$ cat src/rtl/wpb_pkg.sv
package wpb_pkg;
  localparam int DEF_DATA_W    = 32;
  localparam int DEF_BYTE_W    = 8;
  localparam int DEF_NUM_BANKS = 2;

  typedef struct packed {
    logic act;
    logic wr;
    logic smrs;
  } wpb_cmd_t;
endpackage

$ cat src/rtl/wpb_mask_reg.sv
module wpb_mask_reg #(
  parameter int DATA_W = 32
) (
  input  logic              clk,
  input  logic              rst,
  input  logic              load_i,
  input  logic [DATA_W-1:0] data_i,
  output logic [DATA_W-1:0] mask_o
);
  always_ff @(posedge clk) begin
    if (rst)         mask_o <= '1;
    else if (load_i) mask_o <= data_i;
  end
endmodule

$ cat src/rtl/wpb_bank_flags.sv
module wpb_bank_flags #(
  parameter int NUM_BANKS = 2,
  parameter int BANK_W    = 1
) (
  input  logic                 clk,
  input  logic                 rst,
  input  logic                 act_i,
  input  logic [BANK_W-1:0]    bank_i,
  input  logic                 dsf_i,
  output logic [NUM_BANKS-1:0] flags_o
);
  for (genvar b = 0; b < NUM_BANKS; b++) begin : g_bank
    logic hit;
    assign hit = act_i && (bank_i == BANK_W'(b));
    always_ff @(posedge clk) begin
      if (rst)      flags_o[b] <= 1'b0;
      else if (hit) flags_o[b] <= dsf_i;
    end
  end
endmodule

$ cat src/rtl/wpb_enable_gen.sv
module wpb_enable_gen #(
  parameter int DATA_W    = 32,
  parameter int BYTE_W    = 8,
  parameter int NUM_BYTES = DATA_W / BYTE_W
) (
  input  logic                 clk,
  input  logic                 rst,
  input  logic                 wr_i,
  input  logic                 wpb_on_i,
  input  logic [DATA_W-1:0]    mask_i,
  input  logic [NUM_BYTES-1:0] dqm_i,
  output logic [DATA_W-1:0]    bit_en_o,
  output logic                 vld_o
);
  logic [DATA_W-1:0] byte_keep;
  logic [DATA_W-1:0] bit_keep;

  for (genvar b = 0; b < NUM_BYTES; b++) begin : g_byte
    assign byte_keep[b*BYTE_W +: BYTE_W] = {BYTE_W{~dqm_i[b]}};
  end

  assign bit_keep = wpb_on_i ? mask_i : '1;

  always_ff @(posedge clk) begin
    if (rst) begin
      bit_en_o <= '0;
      vld_o    <= 1'b0;
    end else begin
      vld_o    <= wr_i;
      bit_en_o <= wr_i ? (byte_keep & bit_keep) : '0;
    end
  end
endmodule

$ cat src/rtl/wpb_mask_unit.sv
module wpb_mask_unit #(
  parameter int DATA_W    = wpb_pkg::DEF_DATA_W,
  parameter int BYTE_W    = wpb_pkg::DEF_BYTE_W,
  parameter int NUM_BANKS = wpb_pkg::DEF_NUM_BANKS,
  localparam int NUM_BYTES = DATA_W / BYTE_W,
  localparam int BANK_W    = (NUM_BANKS > 1) ? $clog2(NUM_BANKS) : 1
) (
  input  logic                 clk,
  input  logic                 rst,
  input  logic                 act_i,
  input  logic                 wr_i,
  input  logic                 smrs_i,
  input  logic [BANK_W-1:0]    bank_i,
  input  logic                 dsf_i,
  input  logic [DATA_W-1:0]    dq_i,
  input  logic [NUM_BYTES-1:0] dqm_i,
  output logic [DATA_W-1:0]    bit_en_o,
  output logic                 bit_en_vld_o
);
  wpb_pkg::wpb_cmd_t   cmd;
  logic [DATA_W-1:0]    mask_q;
  logic [NUM_BANKS-1:0] flags_q;
  logic                 wpb_on;

  assign cmd = '{act: act_i, wr: wr_i, smrs: smrs_i};

  wpb_mask_reg #(.DATA_W(DATA_W)) u_mask (
    .clk(clk), .rst(rst), .load_i(cmd.smrs), .data_i(dq_i), .mask_o(mask_q)
  );

  wpb_bank_flags #(.NUM_BANKS(NUM_BANKS), .BANK_W(BANK_W)) u_flags (
    .clk(clk), .rst(rst), .act_i(cmd.act), .bank_i(bank_i), .dsf_i(dsf_i),
    .flags_o(flags_q)
  );

  always_comb begin
    wpb_on = 1'b0;
    for (int b = 0; b < NUM_BANKS; b++)
      if (bank_i == BANK_W'(b)) wpb_on = flags_q[b];
  end

  wpb_enable_gen #(.DATA_W(DATA_W), .BYTE_W(BYTE_W), .NUM_BYTES(NUM_BYTES)) u_en (
    .clk(clk), .rst(rst), .wr_i(cmd.wr), .wpb_on_i(wpb_on), .mask_i(mask_q),
    .dqm_i(dqm_i), .bit_en_o(bit_en_o), .vld_o(bit_en_vld_o)
  );
endmodule

$ cat config.mk
export PLATFORM = sky130hd
export DESIGN_NAME = wpb_mask_unit
export DESIGN_NICKNAME = d
export VERILOG_FILES = /design/src/rtl/wpb_pkg.sv /design/src/rtl/wpb_mask_reg.sv /design/src/rtl/wpb_bank_flags.sv /design/src/rtl/wpb_enable_gen.sv /design/src/rtl/wpb_mask_unit.sv
export SDC_FILE = /design/constraint.sdc
export NUM_CORES = 1
export LEC_CHECK = 0
export BUFFER_PORTS_ARGS = -buffer_cell sky130_fd_sc_hd__buf_2
export CORE_MARGIN = 3
export CORE_UTILIZATION = 49
export CTS_CLUSTER_DIAMETER = 40
export DETAILED_ROUTE_END_ITERATION = 10
export GPL_ROUTABILITY_DRIVEN = 0
export PLACE_DENSITY = 0.84
export SLEW_MARGIN = 20
export SYNTH_ARGS = -nofsm -noshare
export SYNTH_HDL_FRONTEND = slang
export SYNTH_HIERARCHICAL = 1
export SYNTH_SLANG_ARGS = --single-unit
$ cat constraint.sdc
create_clock -name clk -period 2.7 [get_ports clk]
set_input_delay 0.27 -clock clk [delete_from_list [all_inputs] [get_ports clk]]
set_output_delay 0.27 -clock clk [all_outputs]
set_load 0.02 [all_outputs]
[After elaboration in Yosys (flattened, before gate mapping)]
Cells that the tools add are included.
Word-level totals
  bits in registers: 67
  output and inout bits: 33
Cells by class
  multiplexer cells: 2
  bitwise gates (word level): 7
  reduce and logical (&&, ||, !) cells: 3
Operators with widths (count)
  $and A32 B32 Y32: 1
  $mux W32: 1
  $not A1 Y1: 6
  $logic_and A1 B1 Y1: 2
  $reduce_or A2 Y1: 1
  $mux W1: 1

[Longest topological paths before layout]
Gate-level depths: netlist (run 1).
  depth after elaboration: 3
  depth in mapped cells: 4
  mapped depth without buffers: 2

[Hierarchy]
Netlist (run 1), hierarchy kept.
By module, submodules not included
  wpb_mask_reg: instances 1, cells an instance 106, area each 1199.9 um^2, sequential area each 640.6 um^2
  wpb_enable_gen: instances 1, cells an instance 109, area each 1162.4 um^2, sequential area each 660.6 um^2
  wpb_bank_flags: instances 1, cells an instance 9, area each 92.6 um^2, sequential area each 40.0 um^2
  wpb_mask_unit: instances 1, cells an instance 1, area each 15.0 um^2, sequential area each 0.0 um^2

[Worst setup path after synthesis (run 1)]
OpenSTA, ideal clock, no wires.
  path kind: input to register
  start: in smrs_i
  end: reg u_mask.mask_o[10]
  arrival: 872 ps
  required time: 2580 ps
  setup slack: 1708 ps
  stages on the path: 4
  buffers on the path: 3
  cells stage by stage: buf_6 > buf_6 > buf_6 > a211o_1
RTL lines
  start: declaration: line wpb_mask_unit.sv:12  | input logic smrs_i,
  end signal: assignment: line wpb_mask_reg.sv:12  | else if (load_i) mask_o <= data_i;
  end: declaration: line wpb_mask_reg.sv:8  | output logic [DATA_W-1:0] mask_o
No word-level cell between the ends.

==> flow_summary_export.csv, run 1 <==
group,metric,value,unit
run,drv_cap,0,
worst_setup_path,cpLargestDelayFamily,"buffers and inverters",
clock_network,cts_tree,"yes",
status,status,"completed",
sta,finalCritPeriodShare,48.23,%
yosys,syn_inst,225,
yosys,syn_nets,268,
worst_setup_path,critPathSlowestCell,"buf_2",
drt,postRouteAntennaNets,0,
drt,vias_per_cell,4.565,
worst_setup_path,critPathMaxFanout,58,
yosys,synthMuxAreaShare,0.6079,%
worst_setup_path,r2r_cells,2,
yosys,synth_compound_area_share,23.66,%
die,io_pins,76,
die,floorplan.rows,25,
worst_setup_path,crit_path_start_kind,"input pin",
pwr,p_per_area,683.9,nW/um^2
worst_setup_path,worst-r2r-setup-slack,1.62,ns
sta,rsz0062_at_grt,"no",
layout,design_area,2998,sq um
worst_setup_path,critPathKind,"input pin to flip-flop",
layout,nets,339,
yosys,synth_area,2470,sq um
sta,timing.final.crit_period,1.302,ns
min_path,hold_class,"input pin to flip-flop",
place,placed_area,2806,sq um
worst_setup_path,critical_path_buf_inv_count,2,
layout,mostFrequentLayoutCells,"buf_2 (75), dfxtp_1 (67), a21oi_2 (33), nor2b_1 (33)",
grt,grt_pass1_wl,7134,um
drt,drc_errors,0,
grt,grt_usage,15.60,%
die,initial_utilization,51.61,%
sta,hold_viol,0,
worst_setup_path,crit_path_end,"u_mask/mask_o[2]",
worst_setup_path,worstReg2RegStart,"u_flags/flags_o[1]",
layout,diodes,0,
drt,drt-total-wl,4350,um
drt,drt_iter0_drc,64,
worst_setup_path,cp_cell_sequence,"buf_2, buf_4, nor2b_1, a211o_1",
die,dieWidth,77.00,um
grt,grt_pass1_vias,1579,
clock_network,numCtsBuffers,9,
drt,wl_per_cell,11.82,um
sta,finalSetupTns,0,ns
worst_setup_path,crit_start,"smrs_i",
yosys,yosysSeqAreaShare,54.31,%
sta,finalMaxSlewViolations,0,
clock_network,clock_tree.root_cell,"clkbuf_8",
yosys,avgSynthCellArea,10.98,sq um
clock_network,cts_hold_buf,0,
worst_setup_path,end_kind,"flip-flop",
clock_network,clk_latency,0.33,ns
drt,vias,1680,
layout,areaGrowthSynthToFinish,21.38,%
grt,gr-total-overflow,0,
clock_network,path_clk_slew,0.07,ns
worst_setup_path,required,2.92,ns
sta,tightestPinTransition,0.9228,ns
clock_network,cts_htree_levels,3,
worst_setup_path,path_depth,4,
yosys,synth_top_family_by_area,"compound AO/OA/AOI/OAI gates",
sta,max_freq,767.9,MHz
die,core_area,4786,sq um
place,dp_hpwl,2771,um
pwr,vdd_drop_max,0.3679,mV
sta,setup_violations,0,
yosys,yosys_warnings,6,
yosys,synthXorXnorAreaFrac,0,%
layout,layout-drive-gt1-share,41.53,%
yosys,synth-adder-area-share,0,%
yosys,ys_ff_latch,67,
sta,fin_skew,0.009706,ns
die,dieHeight,77.00,um
layout,nFillCells,419,
die,dieArea,5928,sq um
clock_network,cts_resized,0,
sta,fin_hold_ws,0.1434,ns
worst_setup_path,worstPathArrival,1.52,ns
worst_setup_path,reg2reg_to,"u_en/bit_en_o[24]",
yosys,yosys.area_share.simple,10.99,%
pwr,leakage,1.544,nW
worst_setup_path,crit_path_max_incr_delay,0.69,ns
layout,layout_commonest_cell,"buf_2",
clock_network,clockBufferDepth,2,
sta,maxSlewHeadroom,38.48,%
clock_network,post_cts_buffers,0,
grt,grt_max_degree,59,
grt,grt_antenna_before_repair,0,
clock_network,cts_sinks,67,
place,io_buffer_count,75,
yosys,ys_types,16,
drt,first_pass_iters,4,
## per-stage QoR
stage	worst slack, ns	util, %	power [mW]	cells
after floorplan	1.708	-	1.240	225
after global placement	1.080	58.64	1.296	352
after detailed placement	1.053	58.64	1.300	352
after CTS	1.406	62.64	2.072	368
after global routing	1.287	62.64	2.146	368
final	1.398	62.64	2.050	368
## synthesized netlist by cell type
cell,n,share of area (%)
dfxtp_1,67,54
nor2b_1,33,8.4
mux2_4,1,0.61
buf_6,9,4.1
a211o_1,32,11
and2b_1,1,0.30
a21bo_1,1,0.41
nand4bb_1,1,0.46
nand2b_1,1,0.25
o21ai_1,1,0.20
clkbuf_1,3,0.46
buf_2,5,1.0
or3b_1,4,1.4
nand3_1,1,0.20
inv_1,32,4.9
a21oi_2,33,12
## sequential cells by signal (all words and copies together), names as in the netlist
signal	flops
u_en/bit_en_o	32
u_mask/mask_o	32
u_flags/flags_o	2
u_en/vld_o	1
## area by class of cell
cell class | count | area, sq um | area share (%)
Sequential cell | 67 | 1341 | 44.74
Multi-Input combinational cell | 109 | 870.8 | 29.05
Tap cell | 67 | 83.83 | 2.796
Clock inverter | 1 | 5.005 | 0.1669
Timing Repair Buffer | 77 | 390.4 | 13.02
Inverter | 32 | 120.1 | 4.007
Clock buffer | 15 | 186.4 | 6.219
## worst min-delay path by stage
stage	startpoint	to	slack [ns]	depth (start not counted)
5_1_grt	dq_i[25]	u_mask/mask_o[25]	0.12	2
3_3_place_gp	u_mask/mask_o[27]	u_en/bit_en_o[27]	0.44	2
6_report	dq_i[1]	u_mask/mask_o[1]	0.14	2
2_1_floorplan	rst	u_flags/flags_o[1]	0.33	1
4_1_cts	dq_i[25]	u_mask/mask_o[25]	0.13	2
3_5_place_dp	u_mask/mask_o[11]	u_en/bit_en_o[11]	0.44	2
## layer usage
| layer | vias to the layer above | global-route usage (%) | wire length [um] |
|---|---|---|---|
| li1 | 882 | - | - |
| met1 | 742 | 17.37 | 1935 |
| met2 | 46 | 25.44 | 2071 |
| met3 | 10 | 4.460 | 237 |
| met4 | 0 | 11.21 | 106 |
| met5 | - | 0 | 0 |
## power breakdown
group	leakage [nW]	switching, mW	total, mW	internal, mW
Clock	0.0997	0.338	0.772	0.433
Combinational	0.890	0.122	0.216	0.0940
Sequential	0.555	0.0185	1.06	1.04
Total	1.54	0.479	2.05	1.57
## cells by family (layout without fill, tap and decap cells)
kind of cell | Yosys count | count (layout)
and+or+nand+nor | 41 | 41
AOI/OAI and AO/OA | 67 | 67
DFF | 67 | 67
buffers and inverters | 49 | 125
muxes | 1 | 1
(Power assumes the default switching activity.)
==> run 2, diff against run 1 <==
==> constraint.sdc (replaced) <==
create_clock -name clk -period 1.2 [get_ports clk]
set_input_delay 0.12 -clock clk [delete_from_list [all_inputs] [get_ports clk]]
set_output_delay 0.12 -clock clk [all_outputs]
set_load 0.02 [all_outputs]
==> run 2 against run 1 <==
  * Non-clock buffer count grew 31
  * Clock power grew 98%
  * Final area grew 9.9%
  * Clock-buffer cell count shrank 3
  * Sequential share of layout area shrank 4.0 points
  * Worst setup slack lost 1.3 ns
  * Register-to-register slack lost 1.5 ns
  * Core utilization grew 6.2 points
  * Global-route usage grew 1.8 points
  * Combinational power grew to 2.7 times the previous value
  * Sequential power grew 130%
  * Via count grew 9.9%
  * Highest routed layer unchanged
==> flow_summary_export.csv, run 2 (synthesis results as in run 1) <==
group,metric,value,unit
drt,drt_iter0_drc,83,
pwr,p_per_area,1369,nW/um^2
run,drv_cap,0,
sta,timing.final.crit_period,1.118,ns
sta,maxSlewHeadroom,63.31,%
die,dieHeight,77.00,um
layout,seq_area,1341,sq um
sta,finalSetupTns,0,ns
sta,finalMaxSlewViolations,0,
status,status,"completed",
place,dp_hpwl,3105,um
layout,diodes,0,
drt,drt-total-wl,4972,um
clock_network,cts_tree,"yes",
die,dieArea,5928,sq um
worst_setup_path,worstPathArrival,1.31,ns
die,dieWidth,77.00,um
grt,grt_pass1_vias,1794,
min_path,hold_class,"input pin to flip-flop",
drt,first_pass_iters,4,
sta,max_freq,894.5,MHz
clock_network,numCtsBuffers,9,
worst_setup_path,end_kind,"flip-flop",
layout,mostFrequentLayoutCells,"buf_2 (75), dfxtp_1 (67), a21oi_2 (33), nor2b_1 (33)",
sta,setup_violations,0,
worst_setup_path,critPathMaxFanout,32,
sta,tightestPinTransition,0.5503,ns
clock_network,cts_sinks,67,
layout,layout-drive-gt1-share,38.37,%
layout,multi_input_area,870.8,sq um
clock_network,path_clk_slew,0.06,ns
clock_network,clock_tree.root_cell,"clkbuf_8",
grt,gr-total-overflow,0,
pwr,leakage,1.671,nW
worst_setup_path,critPathKind,"flip-flop to flip-flop",
clock_network,clockBufferDepth,2,
worst_setup_path,crit_path_start_kind,"flip-flop",
clock_network,post_cts_buffers,0,
grt,grt_usage,17.40,%
grt,grt_antenna_before_repair,0,
worst_setup_path,critPathSlowestCell,"mux2_4",
clock_network,cts_htree_levels,3,
worst_setup_path,crit_path_max_incr_delay,0.51,ns
grt,grt_max_degree,33,
worst_setup_path,required,1.39,ns
drt,postRouteAntennaNets,0,
place,io_buffer_count,75,
clock_network,clk_latency,0.33,ns
layout,top_regs,"u_en/bit_en_o (32), u_mask/mask_o (32), u_flags/flags_o (2)",
sta,fin_skew,0.006001,ns
pwr,vdd_drop_max,0.7343,mV
die,floorplan.rows,25,
pwr,finalPower,4.510,mW
layout,areaGrowthSynthToFinish,33.38,%
drt,wl_per_cell,12.49,um
worst_setup_path,cp_cell_sequence,"mux2_4, a21oi_2",
drt,vias_per_cell,4.638,
sta,hold_viol,0,
drt,vias,1846,
drt,drc_errors,0,
die,io_pins,76,
layout,nFillCells,373,
sta,finalCritPeriodShare,93.16,%
die,initial_utilization,51.61,%
die,core_area,4786,sq um
layout,layout_commonest_cell,"buf_2",
grt,grt_pass1_wl,7983,um
sta,rsz0062_at_grt,"no",
layout,nets,370,
run 2: cell count changes in the layout (fill, tap and decap cells not counted), sizes merged:
cell,change
clkinv,+2
buf,+3
dlygate4sd3,+28
clkbuf,-3
run 2: where the power goes:
| part | switching (mW) | internal [mW] |
|---|---|---|
| Sequential | 0.0427 | 2.35 |
| Clock | 0.749 | 0.785 |
| Combinational | 0.298 | 0.285 |
run 2: area by class of cell:
| cell class | instances | share of cell area, % |
|---|---|---|
| Clock inverter | 3 | 0.4558 |
| Inverter | 32 | 3.646 |
| Clock buffer | 12 | 4.406 |
| Timing Repair Buffer | 108 | 21.80 |
| Multi-Input combinational cell | 109 | 26.43 |
| Sequential cell | 67 | 40.71 |
| Tap cell | 67 | 2.545 |
run 2: metrics by stage:
stage | util (%) | setup WS, ns | instances | cell area (sq um) | hold WS (ns)
finish | 68.84 | 0.08206 | 398 | 3294 | 0.01763
global route | 68.84 | 0.03557 | 398 | 3294 | 0.003183
CTS | 68.84 | 0.1013 | 398 | 3294 | 0.002159
detailed placement | 59.63 | 0.07020 | 355 | 2854 | 0.3305
global placement | 59.63 | 0.06434 | 355 | 2854 | 0.3265
floorplan | - | 0.2391 | 225 | 2470 | 0.1824
run 2: worst max-delay path: cells and delay by family, from the launching register on:
family         cells  cell delay, ns
multiplexers       1            0.51
flip-flops         1            0.33
AO/OA/AOI/OAI      1            0.11
run 2: path summary, 6_finish.rpt:
kind                                         start                 to  slack [ns]  cells past startpoint
worst max-delay path            u_flags/flags_o[0]  u_en/bit_en_o[22]        0.08                      2
worst min-delay path                       dq_i[3]   u_mask/mask_o[3]        0.02                      2
worst max register to register  u_flags/flags_o[0]  u_en/bit_en_o[22]        0.08                      2
worst min register to register   u_mask/mask_o[19]  u_en/bit_en_o[19]        0.45                      2
run 2: routing by layer:
layer / vias to the layer above / wire length (um) / GRT usage, %
met2: 52 / 2453 / 28.92
met3: 16 / 264 / 5.164
li1: 941 / - / -
met1: 837 / 2080 / 18.67
met5: - / 0 / 0
met4: 0 / 173 / 12.81
run 2: what timing repair did:
item,CTS,global route
endpoints found under the hold margin,28,0
hold buffers,28,0
resized for setup,0,0
